--- config.mk ---
export PLATFORM = sky130hd
export DESIGN_NAME = head_seek_seq
export DESIGN_NICKNAME = d
export VERILOG_FILES = /design/src/rtl/seek_pkg.sv /design/src/rtl/seek_datapath.sv /design/src/rtl/seek_control.sv /design/src/rtl/head_seek_seq.sv
export SDC_FILE = /design/constraint.sdc
export NUM_CORES = 1
export LEC_CHECK = 0
export BUFFER_PORTS_ARGS = -buffer_cell sky130_fd_sc_hd__buf_2
export CAP_MARGIN = 25
export CORE_ASPECT_RATIO = 0.75
export CORE_MARGIN = 4
export CORE_UTILIZATION = 52
export CTS_CLUSTER_DIAMETER = 40
export CTS_CLUSTER_SIZE = 25
export DETAILED_ROUTE_END_ITERATION = 10
export PLACE_DENSITY_LB_ADDON = 0.15
export SLEW_MARGIN = 0
export SYNTH_ARGS = -nofsm -noshare
export SYNTH_HDL_FRONTEND = slang
export SYNTH_SLANG_ARGS = --single-unit
--- constraint.sdc ---
create_clock -name clk -period 2.22 [get_ports clk]
set_input_delay 0.444 -clock clk [delete_from_list [all_inputs] [get_ports clk]]
set_output_delay 0.444 -clock clk [all_outputs]
set_load 0.005 [all_outputs]
--- src/rtl/seek_pkg.sv ---
package seek_pkg;

  typedef enum logic [2:0] {
    ST_PWRUP, ST_IDLE, ST_CHECK, ST_SETUP, ST_LOW, ST_GAP, ST_SETTLE, ST_FINISH
  } seqState_t;

  typedef enum logic [1:0] {
    TM_SETUP, TM_LOW, TM_GAP, TM_SETTLE
  } timerSel_t;

  // Strobes from the sequencer to the datapath
  typedef struct packed {
    logic      timerLoad;
    timerSel_t timerSel;
    logic      cmdLatch;
    logic      dirLoad;
    logic      trkStep;
    logic      trkClear;
    logic      errSet;
  } seqStrobe_t;

  function automatic int maxInt(input int a, input int b);
    return (a > b) ? a : b;
  endfunction

endpackage

--- src/rtl/seek_datapath.sv ---
module seek_datapath
  import seek_pkg::*;
#(
  parameter int TRACK_W         = 7,
  parameter int STEP_LOW_CYC    = 4,
  parameter int DIR_SETUP_CYC   = 2,
  parameter int DIR_HOLD_CYC    = 2,
  parameter int RATE48_CYC      = 48,
  parameter int RATE96_CYC      = 24,
  parameter int HIGH_MIN_CYC    = 20,
  parameter int SETTLE_CYC      = 60,
  parameter int POWERUP_CYC     = 100,
  parameter int MAX_RECAL_STEPS = 84
) (
  input  logic               clk,
  input  logic               rstN,
  input  seqStrobe_t         strobe,
  input  logic               cmdRecal,
  input  logic [TRACK_W-1:0] cmdTrack,
  input  logic               density96,
  output logic               timerZero,
  output logic               atTarget,
  output logic               recalMode,
  output logic               cntAtMax,
  output logic               hasStepped,
  output logic               dirOut,
  output logic [TRACK_W-1:0] curTrack,
  output logic               recalErr
);

  // High-phase length after the trailing edge, one decision cycle not counted
  localparam int GAP48 = maxInt(DIR_HOLD_CYC,
                         maxInt(HIGH_MIN_CYC - DIR_SETUP_CYC,
                                RATE48_CYC - STEP_LOW_CYC - DIR_SETUP_CYC));
  localparam int GAP96 = maxInt(DIR_HOLD_CYC,
                         maxInt(HIGH_MIN_CYC - DIR_SETUP_CYC,
                                RATE96_CYC - STEP_LOW_CYC - DIR_SETUP_CYC));
  localparam int TIMER_MAX = maxInt(maxInt(POWERUP_CYC, SETTLE_CYC),
                             maxInt(maxInt(GAP48, GAP96),
                                    maxInt(STEP_LOW_CYC, DIR_SETUP_CYC)));
  localparam int TIMER_W = $clog2(TIMER_MAX + 1);
  localparam int CNT_W   = $clog2(MAX_RECAL_STEPS + 1);

  localparam logic [TIMER_W-1:0] LD_PWRUP  = TIMER_W'(POWERUP_CYC - 1);
  localparam logic [TIMER_W-1:0] LD_SETUP  = TIMER_W'(DIR_SETUP_CYC - 1);
  localparam logic [TIMER_W-1:0] LD_LOW    = TIMER_W'(STEP_LOW_CYC - 1);
  localparam logic [TIMER_W-1:0] LD_GAP48  = TIMER_W'(GAP48 - 1);
  localparam logic [TIMER_W-1:0] LD_GAP96  = TIMER_W'(GAP96 - 1);
  localparam logic [TIMER_W-1:0] LD_SETTLE = TIMER_W'(SETTLE_CYC - 1);
  localparam logic [CNT_W-1:0]   CNT_LIMIT = CNT_W'(MAX_RECAL_STEPS);

  logic [TIMER_W-1:0] timer, loadVal;
  logic [CNT_W-1:0]   stepCnt;
  logic [TRACK_W-1:0] targetReg;
  logic               denReg;

  always_comb begin
    case (strobe.timerSel)
      TM_SETUP: loadVal = LD_SETUP;
      TM_LOW:   loadVal = LD_LOW;
      TM_GAP:   loadVal = denReg ? LD_GAP96 : LD_GAP48;
      default:  loadVal = LD_SETTLE;
    endcase
  end

  always_ff @(posedge clk) begin
    if (!rstN)                 timer <= LD_PWRUP;
    else if (strobe.timerLoad) timer <= loadVal;
    else if (timer != '0)      timer <= timer - 1'b1;
  end

  always_ff @(posedge clk) begin
    if (!rstN) begin
      targetReg <= '0;
      recalMode <= 1'b0;
      denReg    <= 1'b0;
    end else if (strobe.cmdLatch) begin
      targetReg <= cmdTrack;
      recalMode <= cmdRecal;
      denReg    <= density96;
    end
  end

  always_ff @(posedge clk) begin
    if (!rstN)                  dirOut <= 1'b1;
    else if (strobe.dirLoad)    dirOut <= recalMode | (targetReg < curTrack);
  end

  always_ff @(posedge clk) begin
    if (!rstN)                  curTrack <= '0;
    else if (strobe.trkClear)   curTrack <= '0;
    else if (strobe.trkStep) begin
      if (dirOut)               curTrack <= (curTrack == '0) ? '0 : curTrack - 1'b1;
      else                      curTrack <= curTrack + 1'b1;
    end
  end

  always_ff @(posedge clk) begin
    if (!rstN)                  stepCnt <= '0;
    else if (strobe.cmdLatch)   stepCnt <= '0;
    else if (strobe.trkStep && stepCnt != CNT_LIMIT) stepCnt <= stepCnt + 1'b1;
  end

  always_ff @(posedge clk) begin
    if (!rstN)                  recalErr <= 1'b0;
    else if (strobe.cmdLatch)   recalErr <= 1'b0;
    else if (strobe.errSet)     recalErr <= 1'b1;
  end

  assign timerZero  = (timer == '0);
  assign atTarget   = (targetReg == curTrack);
  assign cntAtMax   = (stepCnt == CNT_LIMIT);
  assign hasStepped = (stepCnt != '0);

endmodule

--- src/rtl/seek_control.sv ---
module seek_control
  import seek_pkg::*;
(
  input  logic       clk,
  input  logic       rstN,
  input  logic       cmdValid,
  input  logic       writeGate,
  input  logic       trackZero,
  input  logic       timerZero,
  input  logic       atTarget,
  input  logic       recalMode,
  input  logic       cntAtMax,
  input  logic       hasStepped,
  output seqStrobe_t strobe,
  output logic       stepN,
  output logic       driveSel,
  output logic       busy,
  output logic       done
);

  seqState_t state, nextState;
  logic      finishing;

  always_ff @(posedge clk) begin
    if (!rstN) state <= ST_PWRUP;
    else       state <= nextState;
  end

  always_comb begin
    strobe    = '0;
    nextState = state;
    // Track zero outranks the step limit when both hold in the same cycle
    finishing = recalMode ? (trackZero | cntAtMax) : atTarget;
    case (state)
      ST_PWRUP: if (timerZero) nextState = ST_IDLE;
      ST_IDLE: if (cmdValid) begin
        strobe.cmdLatch = 1'b1;
        nextState       = ST_CHECK;
      end
      ST_CHECK: begin
        if (finishing) begin
          if (recalMode && trackZero) strobe.trkClear = 1'b1;
          else if (recalMode)         strobe.errSet   = 1'b1;
          if (hasStepped) begin
            strobe.timerLoad = 1'b1;
            strobe.timerSel  = TM_SETTLE;
            nextState        = ST_SETTLE;
          end else begin
            nextState = ST_FINISH;
          end
        end else if (!writeGate) begin
          strobe.dirLoad   = 1'b1;
          strobe.timerLoad = 1'b1;
          strobe.timerSel  = TM_SETUP;
          nextState        = ST_SETUP;
        end
      end
      ST_SETUP: begin
        if (writeGate) begin
          nextState = ST_CHECK;
        end else if (timerZero) begin
          strobe.timerLoad = 1'b1;
          strobe.timerSel  = TM_LOW;
          nextState        = ST_LOW;
        end
      end
      ST_LOW: if (timerZero) begin
        strobe.trkStep   = 1'b1;
        strobe.timerLoad = 1'b1;
        strobe.timerSel  = TM_GAP;
        nextState        = ST_GAP;
      end
      ST_GAP:    if (timerZero) nextState = ST_CHECK;
      ST_SETTLE: if (timerZero) nextState = ST_FINISH;
      ST_FINISH: nextState = ST_IDLE;
      default:   nextState = ST_IDLE;
    endcase
  end

  assign stepN    = (state != ST_LOW);
  assign driveSel = (state == ST_CHECK) || (state == ST_SETUP) || (state == ST_LOW) ||
                    (state == ST_GAP)   || (state == ST_SETTLE);
  assign busy     = (state != ST_IDLE);
  assign done     = (state == ST_FINISH);

endmodule

--- src/rtl/head_seek_seq.sv ---
module head_seek_seq
  import seek_pkg::*;
#(
  parameter int TRACK_W         = 7,
  parameter int STEP_LOW_CYC    = 4,
  parameter int DIR_SETUP_CYC   = 2,
  parameter int DIR_HOLD_CYC    = 2,
  parameter int RATE48_CYC      = 48,
  parameter int RATE96_CYC      = 24,
  parameter int HIGH_MIN_CYC    = 20,
  parameter int SETTLE_CYC      = 60,
  parameter int POWERUP_CYC     = 100,
  parameter int MAX_RECAL_STEPS = 84
) (
  input  logic               clk,
  input  logic               rstN,
  input  logic               cmdValid,
  input  logic               cmdRecal,
  input  logic [TRACK_W-1:0] cmdTrack,
  input  logic               density96,
  input  logic               writeGate,
  input  logic               trackZero,
  output logic               driveSel,
  output logic               dirOut,
  output logic               stepN,
  output logic               busy,
  output logic               done,
  output logic               recalErr,
  output logic [TRACK_W-1:0] curTrack
);

  seqStrobe_t strobe;
  logic timerZero, atTarget, recalMode, cntAtMax, hasStepped;

  seek_control u_ctrl (
    .clk(clk), .rstN(rstN), .cmdValid(cmdValid), .writeGate(writeGate),
    .trackZero(trackZero), .timerZero(timerZero), .atTarget(atTarget),
    .recalMode(recalMode), .cntAtMax(cntAtMax), .hasStepped(hasStepped),
    .strobe(strobe), .stepN(stepN), .driveSel(driveSel), .busy(busy), .done(done)
  );

  seek_datapath #(
    .TRACK_W(TRACK_W), .STEP_LOW_CYC(STEP_LOW_CYC), .DIR_SETUP_CYC(DIR_SETUP_CYC),
    .DIR_HOLD_CYC(DIR_HOLD_CYC), .RATE48_CYC(RATE48_CYC), .RATE96_CYC(RATE96_CYC),
    .HIGH_MIN_CYC(HIGH_MIN_CYC), .SETTLE_CYC(SETTLE_CYC), .POWERUP_CYC(POWERUP_CYC),
    .MAX_RECAL_STEPS(MAX_RECAL_STEPS)
  ) u_dp (
    .clk(clk), .rstN(rstN), .strobe(strobe), .cmdRecal(cmdRecal), .cmdTrack(cmdTrack),
    .density96(density96), .timerZero(timerZero), .atTarget(atTarget),
    .recalMode(recalMode), .cntAtMax(cntAtMax), .hasStepped(hasStepped),
    .dirOut(dirOut), .curTrack(curTrack), .recalErr(recalErr)
  );

endmodule

==> results of run 1 <==
==> routing by layer <==
layer | global-route usage [%] | wire [um]
met5 | 0 | 0
met4 | 5.60 | 51
met3 | 4.42 | 382
met2 | 27.1 | 2030
met1 | 33.7 | 2700
==> registers in the layout (all words and copies together), names as in the netlist <==
name	count
u_ctrl.state	3
u_dp.curTrack	7
u_dp.stepCnt	7
u_dp.recalMode	1
u_dp.targetReg	7
u_dp.dirOut	1
u_dp.timer	7
u_dp.denReg	1
u_dp.recalErr	1
==> worst min-delay path, delay by kind of cell <==
kind / cells / cell delay (ns)
buffers and inverters: 1 / 0.09
AOI/OAI and AO/OA: 1 / 0.05
and+or+nand+nor: 1 / 0.04
==> cell type report <==
| type | count | area [um2] |
|---|---|---|
| timing repair buffer | 44 | 265 |
| fill | 366 | 1290 |
| inverter | 18 | 67.6 |
| clock inverter | 1 | 5.00 |
| clock buffer | 7 | 76.3 |
| sequential | 35 | 701 |
| multi-input combinational | 212 | 1330 |
| tap | 52 | 65.1 |
==> path summary, 6_finish.rpt <==
check	start	endpoint	depth (start not counted)
worst max-delay path	u_dp.stepCnt[0]	u_dp.timer[5]	7
worst min-delay path	cmdTrack[1]	u_dp.targetReg[1]	3
worst max register to register	u_dp.stepCnt[0]	u_dp.timer[5]	7
worst min register to register	u_dp.targetReg[0]	u_dp.targetReg[0]	2
==> power by group through the flow <==
| stage | registers, mW | clock network (mW) | logic (mW) |
|---|---|---|---|
| after floorplan | 0.731 | 0 | 0.351 |
| final | 0.720 | 0.455 | 0.516 |
| after global placement | 0.733 | 0 | 0.489 |
| after detailed placement | 0.734 | 0 | 0.498 |
| after CTS | 0.720 | 0.459 | 0.500 |
| after global routing | 0.729 | 0.485 | 0.576 |
==> layout by cell type (no fill, tap or decap), types with 4 or more instances in the layout <==
| cell | n |
|---|---|
| sky130_fd_sc_hd__or3_1 | 4 |
| sky130_fd_sc_hd__a21o_1 | 5 |
| sky130_fd_sc_hd__dfxtp_1 | 35 |
| sky130_fd_sc_hd__nor4_1 | 6 |
| sky130_fd_sc_hd__o21ai_0 | 11 |
| sky130_fd_sc_hd__inv_1 | 18 |
| sky130_fd_sc_hd__nand2b_1 | 4 |
| sky130_fd_sc_hd__nand4_1 | 4 |
| sky130_fd_sc_hd__a211oi_1 | 6 |
| sky130_fd_sc_hd__clkbuf_8 | 5 |
| sky130_fd_sc_hd__xor2_1 | 4 |
| sky130_fd_sc_hd__buf_2 | 26 |
| sky130_fd_sc_hd__buf_4 | 18 |
| sky130_fd_sc_hd__a31oi_1 | 6 |
| sky130_fd_sc_hd__nand3_1 | 11 |
| sky130_fd_sc_hd__nor3_1 | 4 |
| sky130_fd_sc_hd__xnor2_1 | 5 |
| sky130_fd_sc_hd__a21oi_1 | 19 |
| sky130_fd_sc_hd__ha_1 | 13 |
| sky130_fd_sc_hd__nor3b_1 | 4 |
| sky130_fd_sc_hd__nor2_1 | 22 |
| sky130_fd_sc_hd__nand2_1 | 38 |
==> per-stage QoR <==
step           setup TNS [ns]  hold slack, ns  setup slack [ns]
5_1_grt              -0.00512           0.395          -0.00512
2_1_floorplan               0           0.436            0.0388
6_report                    0           0.391             0.116
3_3_place_gp                0           0.445             0.121
4_1_cts                     0           0.387            0.0876
3_5_place_dp                0           0.451            0.0872
==> kinds of logic (layout without fill, tap and decap cells) <==
group | Yosys count | in the layout
fa+ha+maj | 13 | 13
flops | 35 | 35
simple gates | 118 | 118
compound gates | 71 | 71
mux | 1 | 1
buf+inv | 28 | 70
xor+xnor | 9 | 9
==> timing repair <==
item | in CTS | in global routing
setup buffers | 0 | 0
endpoints found under the setup margin | 0 | 2
resized for setup | 0 | 2
==> out/qor_table.md, run 1 <==
| Result | Reported |
|---|---|
| Cell Pwr Density | 673 mW/mm2 |
| Flop pwr share | 42.6% |
| Simple-gate area share of the yosys netlist | 28.4% |
| Synthesis-stage register bit count | 35 |
| Post-synth EDFFs | 0 |
| Count of endpoints failing hold in the final timing report | 0 |
| Global-route wire length before repair | 8500 um |
| Violation count after the first detailed-route iteration | 230 |
| Aggregate global routing overflow | 0 |
| Maximum number of pins on one net before global-route repair | 16 |
| Total CTS buffers | 5 |
| PortBufs | 26 |
| First-pass detailed-route iteration total | 4 |
| Run status | complete, no violations |
| Cell-internal power | 1.12 mW |
| Vertical die dimension | 63.5 um |
| Critical Path Start Type | flop |
| Vias in the first global route | 1,775 |
| Design area | 0.00251 mm2 |
| CORE AREA | 0.00380 mm2 |
| CTS Buffer Depth | 2 |
| Clock tree from TritonCTS | built |
| Cell class contributing the biggest share of worst-path delay | simple AND/OR/NAND/NOR gates |
| Total inserted antenna cells | 0 |
| Routed wire per std cell | 14.0 um |
| Most repeated cell in the gate-level netlist after synthesis | sky130_fd_sc_hd__nand2_1 |
| Synth unique cells | 50 |
| Reported max-cap violation count | 0 |
| H-Tree Depth | 2 |
| Area after detailed placement | 0.00242 mm2 |
| Class of the tightest hold or removal check | input port to flop |
| Critical path, cell by cell | inv_1, ha_1, or3b_4, o41a_1, nand3_1, or4b_1, o22a_1 |
| Total GRT Usage | 20.9% |
| Die span in x | 82.0 um |
| Clock sink count | 35 |
| Detailed-route DRC error count | 0 |
| Synth-to-Final Area Change | 17.8% |
| Minimum setup slack among reg-to-reg paths | 0.12 ns |
| Root buf cell | sky130_fd_sc_hd__clkbuf_8 |
| Timing-limited maximum frequency | 475 MHz |
| Synthesis warning total | 0 |
| Overall power consumption | 1.69 mW |
| Synthesized netlist net count | 302 |
| Max_slew headroom | 68.8% |
| Comb pwr share | 30.5% |
| Count of vias placed by the detailed router | 2,112 |
| Max Fanout on Critical Path | 3 |
| Lkg Pwr | 1.01 nW |
| Actual slew at the worst max-slew pin | 0.464 ns |
| Sequential area share after synthesis | 32.8% |
| Rows | 19 |
| WP buf/inv | 1 |
| Number of routed nets with antenna violations | 0 |
| Number of cells in the design after placement | 361 |
| Switching power | 0.566 mW |
| Average vias per placed instance | 5.72 |
| Initial antenna violation count | 0 |
| XOR/XNOR Fraction of Synth Area | 3.70% |
| Signal arrival time at the worst endpoint | 2.30 ns |
| Final weighted congestion of routability-driven global placement | 0.879 |
| Required time at the worst-slack endpoint | 2.41 ns |
| Multiplexer share of the synthesized area | 0.528% |
| Proportion of layout cells with a drive suffix above 1 | 18.3% |
| Flip-flop cell with the highest count after synthesis | sky130_fd_sc_hd__dfxtp_1 |
| Clock latency at the later pin of the worst-skew pair | 0.29 ns |
| Non-filler instance count after layout | 369 |
| Critical path's slowest cell | sky130_fd_sc_hd__or4b_1 |
| Worst Skew | 0.0136 ns |
| Final wirelength | 5160 um |
| Number of instances in the synthesized netlist | 275 |
| Initial Utilization | 56.1% |
| Number of setup violations in the final report | 0 |
| Portion of synthesized cell area occupied by the leading cell type | 32.8% |
| Dominant combinational cell family by area after synthesis | simple AND/OR/NAND/NOR gates |
| Hold-fix buffers at CTS | 0 |
| Synth Area in Adders | 7.62% |
| VDD IR-drop max | 0.430 mV |
| Leading cell types by total area after synthesis | sky130_fd_sc_hd__dfxtp_1, sky130_fd_sc_hd__ha_1, sky130_fd_sc_hd__nand2_1 |
| Post-synthesis area per instance | 7.76 um2 |
| Fin. max-slew vios | 0 |
| Path type of the worst setup path | flop to flop |
| Period utilisation layout | 94.8% |
| Most frequent cells after synthesis | sky130_fd_sc_hd__nand2_1, sky130_fd_sc_hd__dfxtp_1, sky130_fd_sc_hd__nor2_1, sky130_fd_sc_hd__a21oi_1, sky130_fd_sc_hd__inv_1 |
| Area of the mapped netlist | 0.00213 mm2 |
| Dominant cell type by area after synthesis | sky130_fd_sc_hd__dfxtp_1 |
| Net count of the finished layout | 343 |
| Overall die area | 0.00520 mm2 |
| Half-perimeter wire length of the detailed placement result | 3910 um |
| Num ports | 27 |
| Fraction of power spent switching nets | 33.5% |
| Crit-path max cell delay | 0.47 ns |
| Compound-gate portion of the synthesized area | 21.9% |
| Clock share of power | 26.9% |
| Core utilization of the finished layout | 66.1% |
| Nature of the critical path endpoint | flop |
| Post-synthesis async set-or-reset flop share | 0% |
| Shortest clock period the worst path allows after layout | 2.10 ns |
| Clk slew on worst S/H paths | 0.08 ns |
(Power assumes the default switching activity.)
==> run 2, diff against run 1 <==
==> constraint.sdc (replaced) <==
create_clock -name clk -period 2.22 [get_ports clk]
set_input_delay 0.111 -clock clk [delete_from_list [all_inputs] [get_ports clk]]
set_output_delay 0.111 -clock clk [all_outputs]
set_load 0.005 [all_outputs]
==> out/qor_table.md, run 2 (synthesis results as in run 1) <==
| Result | Reported |
|---|---|
| VDD IR-drop max | 0.499 mV |
| Count of fill cells added during filler insertion | 351 |
| Initial Utilization | 56.1% |
| Number of cells in the design after placement | 360 |
| Nature of the critical path endpoint | flop |
| Num ports | 27 |
| Area after detailed placement | 0.00242 mm2 |
| Comb pwr share | 30.6% |
| CORE AREA | 0.00380 mm2 |
| Count of endpoints failing hold in the final timing report | 0 |
| Path type of the worst setup path | flop to flop |
| Total GRT Usage | 21.3% |
| H-Tree Depth | 2 |
| Clock sink count | 35 |
| Critical path's slowest cell | sky130_fd_sc_hd__or4b_1 |
| Timing-limited maximum frequency | 474 MHz |
| Total inserted antenna cells | 0 |
| Proportion of layout cells with a drive suffix above 1 | 18.2% |
| Cell Pwr Density | 659 mW/mm2 |
| Global-route wire length before repair | 8740 um |
| Crit-path max cell delay | 0.48 ns |
| Setup TNS after final layout | 0 ns |
| Actual slew at the worst max-slew pin | 0.459 ns |
| Worst Skew | 0.00796 ns |
| Max Fanout on Critical Path | 3 |
| Vias in the first global route | 1,905 |
| Shortest clock period the worst path allows after layout | 2.11 ns |
| Hold-fix buffers at CTS | 0 |
| Cell class contributing the biggest share of worst-path delay | simple AND/OR/NAND/NOR gates |
| Routed wire per std cell | 13.9 um |
| Sequential cell area | 701 um2 |
| Clock share of power | 25.5% |
| Period utilisation layout | 95.1% |
| Root buf cell | sky130_fd_sc_hd__clkbuf_8 |
| Clock latency at the later pin of the worst-skew pair | 0.28 ns |
| Run status | complete, no violations |
| Multi-input logic area | 0.00134 mm2 |
| Vertical die dimension | 63.5 um |
| Half-perimeter wire length of the detailed placement result | 3830 um |
| Initial antenna violation count | 0 |
| Average vias per placed instance | 5.78 |
| Signal arrival time at the worst endpoint | 2.29 ns |
| Cell-internal power | 1.11 mW |
| Count of vias placed by the detailed router | 2,115 |
| Aggregate global routing overflow | 0 |
| Lkg Pwr | 1.01 nW |
| Critical Path Start Type | flop |
| Postcts setup bufs | 0 |
| Die span in x | 82.0 um |
| Detailed-route DRC error count | 0 |
| Reported max-cap violation count | 0 |
| Final wirelength | 5070 um |
| Max_slew headroom | 69.3% |
| Violation count after the first detailed-route iteration | 185 |
| Design area | 0.00250 mm2 |
| Overall die area | 0.00520 mm2 |
| Non-filler instance count after layout | 366 |
| Rows | 19 |
| Flop pwr share | 43.9% |
| Required time at the worst-slack endpoint | 2.40 ns |
| Fin. max-slew vios | 0 |
| Switching power | 0.537 mW |
| WP buf/inv | 1 |
| PortBufs | 26 |
| Number of setup violations in the final report | 0 |
| First-pass detailed-route iteration total | 5 |
| Class of the tightest hold or removal check | input port to flop |
| Maximum number of pins on one net before global-route repair | 16 |
| Critical path, cell by cell | inv_1, ha_1, or3b_4, o41a_1, nand3_1, or4b_1, o22a_1 |
| Net count of the finished layout | 342 |
| Final weighted congestion of routability-driven global placement | 0.873 |
| Clock tree from TritonCTS | built |
| Total CTS buffers | 5 |
| Top library cells by usage in the layout, fill and taps aside | sky130_fd_sc_hd__nand2_1, sky130_fd_sc_hd__dfxtp_1, sky130_fd_sc_hd__buf_2 |
| Most common library cell in the layout ignoring fill and taps | sky130_fd_sc_hd__nand2_1 |
| Number of routed nets with antenna violations | 0 |
| Fraction of power spent switching nets | 32.5% |
| CTS Buffer Depth | 2 |
| Synth-to-Final Area Change | 17.3% |
| RSZ-0062 raised after global routing | no |
| Clk slew on worst S/H paths | 0.07 ns |
run 2: changes by cell type in the layout (fill, tap and decap cells not counted), sizes merged:
cell and delta:
clkbuf -1, buf -1, clkinv -1
run 2: cell type report:
type                    instances  area share, %
clock buffers                   6           2.90
repair buffers                 43           10.3
inverters                      18           2.70
flip-flops and latches         35           28.0
well taps                      52           2.60
multi-input cells             212           53.5
run 2: path summary, 6_finish.rpt:
path	depth (start not counted)	slack, ns	endpoint	start
min reg2reg	2	0.46	u_dp.targetReg[0]	u_dp.targetReg[0]
max	7	0.11	u_dp.timer[5]	u_dp.stepCnt[0]
min	3	0.06	u_dp.denReg	density96
max reg2reg	7	0.11	u_dp.timer[5]	u_dp.stepCnt[0]
run 2: worst reg2reg max path: stages (launching register included):
cell	delay [ns]
sky130_fd_sc_hd__dfxtp_1	0.31
sky130_fd_sc_hd__inv_1	0.06
sky130_fd_sc_hd__ha_1	0.13
sky130_fd_sc_hd__or3b_4	0.38
sky130_fd_sc_hd__o41a_1	0.31
sky130_fd_sc_hd__nand3_1	0.12
sky130_fd_sc_hd__or4b_1	0.48
sky130_fd_sc_hd__o22a_1	0.21
run 2: metrics by stage:
stage | worst slack (ns) | hold WS, ns | utilization, % | total power, mW
3_5_place_dp | 0.109 | 0.356 | 63.6 | 1.23
4_1_cts | 0.0793 | 0.0588 | 65.5 | 1.65
3_3_place_gp | 0.126 | 0.352 | 63.6 | 1.22
5_1_grt | 0.00264 | 0.0589 | 65.8 | 1.76
2_1_floorplan | 0.0388 | 0.247 | - | 1.08
6_report | 0.109 | 0.0644 | 65.8 | 1.65
run 2: power groups by stage:
stage               Sequential [mW]  Combinational, mW  Clock, mW
global route                  0.734              0.572      0.458
finish                        0.724              0.505      0.420
CTS                           0.724              0.493      0.429
detailed placement            0.737              0.490          0
floorplan                     0.731              0.351          0
global placement              0.737              0.484          0
run 2: what timing repair did:
item / in CTS / in global routing
endpoints found under the hold margin: 0 / 0
endpoints found under the setup margin: 0 / 3
resized for setup: 0 / 3
run 2: routing by layer:
| layer | global-route usage, % | wire length, um | vias to the layer above |
|---|---|---|---|
| li1 | - | - | 1068 |
| met3 | 4.27 | 318 | 5 |
| met4 | 5.19 | 37 | 0 |
| met5 | 0 | 0 | - |
| met2 | 30.2 | 2120 | 77 |
| met1 | 32.4 | 2600 | 965 |
==> run 3, diff against run 2 <==
BUFFER_PORTS_ARGS = default   (was -buffer_cell sky130_fd_sc_hd__buf_2)
CORE_UTILIZATION = 57   (was 52)
DONT_BUFFER_PORTS = 1   (was default)
==> out/qor_table.md, run 3 (synthesis results as in run 1) <==
| Result | Reported |
|---|---|
| Run status | complete, no violations |
| Maximum number of pins on one net before global-route repair | 16 |
| Setup TNS after final layout | 0 ns |
| Class of the tightest hold or removal check | input port to flop |
| CTS Buffer Depth | 2 |
| H-Tree Depth | 2 |
| Net count of the finished layout | 329 |
| Vertical die dimension | 61.0 um |
| Core utilization of the finished layout | 73.0% |
| Initial Utilization | 61.9% |
| Period utilisation layout | 96.9% |
| Crit-path max cell delay | 0.47 ns |
| Multi-input logic area | 0.00135 mm2 |
| Routed wire per std cell | 15.0 um |
| RSZ-0062 raised after global routing | no |
| Vias in the first global route | 1,870 |
| Aggregate global routing overflow | 0 |
| Critical path, cell by cell | inv_1, ha_1, or3b_4, o41a_1, nand3_2, or4b_4, o22a_1 |
| Rows | 18 |
| Proportion of layout cells with a drive suffix above 1 | 12.6% |
| Pre-CTS setup slack | 0.0245 ns |
| Worst Reg2Reg Path Length in Cells | 7 |
| Most common library cell in the layout ignoring fill and taps | sky130_fd_sc_hd__nand2_1 |
| Top library cells by usage in the layout, fill and taps aside | sky130_fd_sc_hd__nand2_1, sky130_fd_sc_hd__dfxtp_1, sky130_fd_sc_hd__nor2_1 |
| Synth-to-Final Area Change | 17.9% |
| Final wirelength | 5270 um |
| Average vias per placed instance | 5.93 |
| Total CTS buffers | 5 |
| Postcts setup bufs | 0 |
| PortBufs | 0 |
| Detailed-route DRC error count | 0 |
| Design area | 0.00252 mm2 |
| Cell Pwr Density | 672 mW/mm2 |
| Total inserted antenna cells | 0 |
| Timing-limited maximum frequency | 465 MHz |
| Met3 capacity usage during global routing | 5.49% |
| Number of routed nets with antenna violations | 0 |
| Signal arrival time at the worst endpoint | 2.33 ns |
| Clock sink count | 35 |
| Overall power consumption | 1.69 mW |
| Count of vias placed by the detailed router | 2,089 |
| Die span in x | 78.6 um |
| Crit path setup slack, layout | 0.0699 ns |
| Fin. max-slew vios | 0 |
| VDD IR-drop max | 0.508 mV |
| Initial antenna violation count | 0 |
| Actual slew at the worst max-slew pin | 0.477 ns |
| Num ports | 27 |
| Count of endpoints failing hold in the final timing report | 0 |
| Max Fanout on Critical Path | 5 |
| Clock tree from TritonCTS | built |
| Path type of the worst setup path | flop to flop |
| Global-route wire length before repair | 8690 um |
| Max_slew headroom | 68.1% |
| Worst hold path stage count | 2 |
| Nature of the critical path endpoint | flop |
| Shortest clock period the worst path allows after layout | 2.15 ns |
| Reported max-cap violation count | 0 |
| Number of setup violations in the final report | 0 |
| Routing usage on met1 | 34.4% |
| Sequential cell area | 701 um2 |
| CORE AREA | 0.00345 mm2 |
| Fraction of met2 tracks used by global routing | 35.6% |
| Count of fill cells added during filler insertion | 267 |
| Violation count after the first detailed-route iteration | 225 |
| Total GRT Usage | 23.7% |
| First-pass detailed-route iteration total | 5 |
| Critical path's slowest cell | sky130_fd_sc_hd__or4b_4 |
| Root buf cell | sky130_fd_sc_hd__clkbuf_8 |
| Clock latency at the later pin of the worst-skew pair | 0.28 ns |
| Overall die area | 0.00480 mm2 |
| Final weighted congestion of routability-driven global placement | 0.896 |
| Worst Skew | 0.00325 ns |
| Area after detailed placement | 0.00231 mm2 |
| Critical Path Start Type | flop |
| Half-perimeter wire length of the detailed placement result | 3910 um |
| Clk slew on worst S/H paths | 0.07 ns |
| Layer with the highest usage | met2 |
| Required time at the worst-slack endpoint | 2.40 ns |
| Lkg Pwr | 0.960 nW |
run 3: area by class of cell:
| class | instances | share of cell area, % |
|---|---|---|
| Tap cell | 50 | 2.49 |
| Inverter | 18 | 2.69 |
| Clock buffer | 6 | 3.28 |
| Multi-Input combinational cell | 212 | 53.6 |
| Clock inverter | 1 | 0.199 |
| Sequential cell | 35 | 27.8 |
| Timing Repair Buffer | 30 | 9.95 |
run 3: critical path: cells and delay by family, from the launching register on:
kind,cells,cell delay [ns]
flip-flops,1,0.34
buffers and inverters,1,0.07
adder cells (fa/ha/maj),1,0.13
AND/OR/NAND/NOR,3,0.97
AO/OA/AOI/OAI,2,0.54
run 3: path summary, 6_finish.rpt:
check,startpoint,end,slack [ns]
worst max-delay path,u_dp.stepCnt[1],u_dp.timer[5],0.07
worst min-delay path,rstN,u_dp.timer[5],0.05
worst max register to register,u_dp.stepCnt[1],u_dp.timer[5],0.07
worst min register to register,u_dp.targetReg[0],u_dp.targetReg[0],0.46
run 3: power breakdown:
part           switching, mW  internal [mW]
logic                  0.281          0.215
clock network          0.225          0.243
registers             0.0434          0.682
run 3: routing by layer:
metal  part of all wire [%]  vias to the layer above
met5                      0                        -
met4                   0.47                        0
met3                    8.7                        4
met2                     42                       93
met1                     49                      943
li1                       -                     1049
run 3: timing repair:
item,4_1_cts,5_1_grt
resized for setup,0,5
endpoints found under the hold margin,14,0
hold buffers,10,0
endpoints found under the setup margin,0,5
run 3: metrics by stage:
stage | instances | hold WS, ns
2_1_floorplan | 275 | 0.247
3_3_place_gp | 335 | 0.227
3_5_place_dp | 335 | 0.229
4_1_cts | 352 | 0.0343
5_1_grt | 352 | 0.0594
6_report | 352 | 0.0482
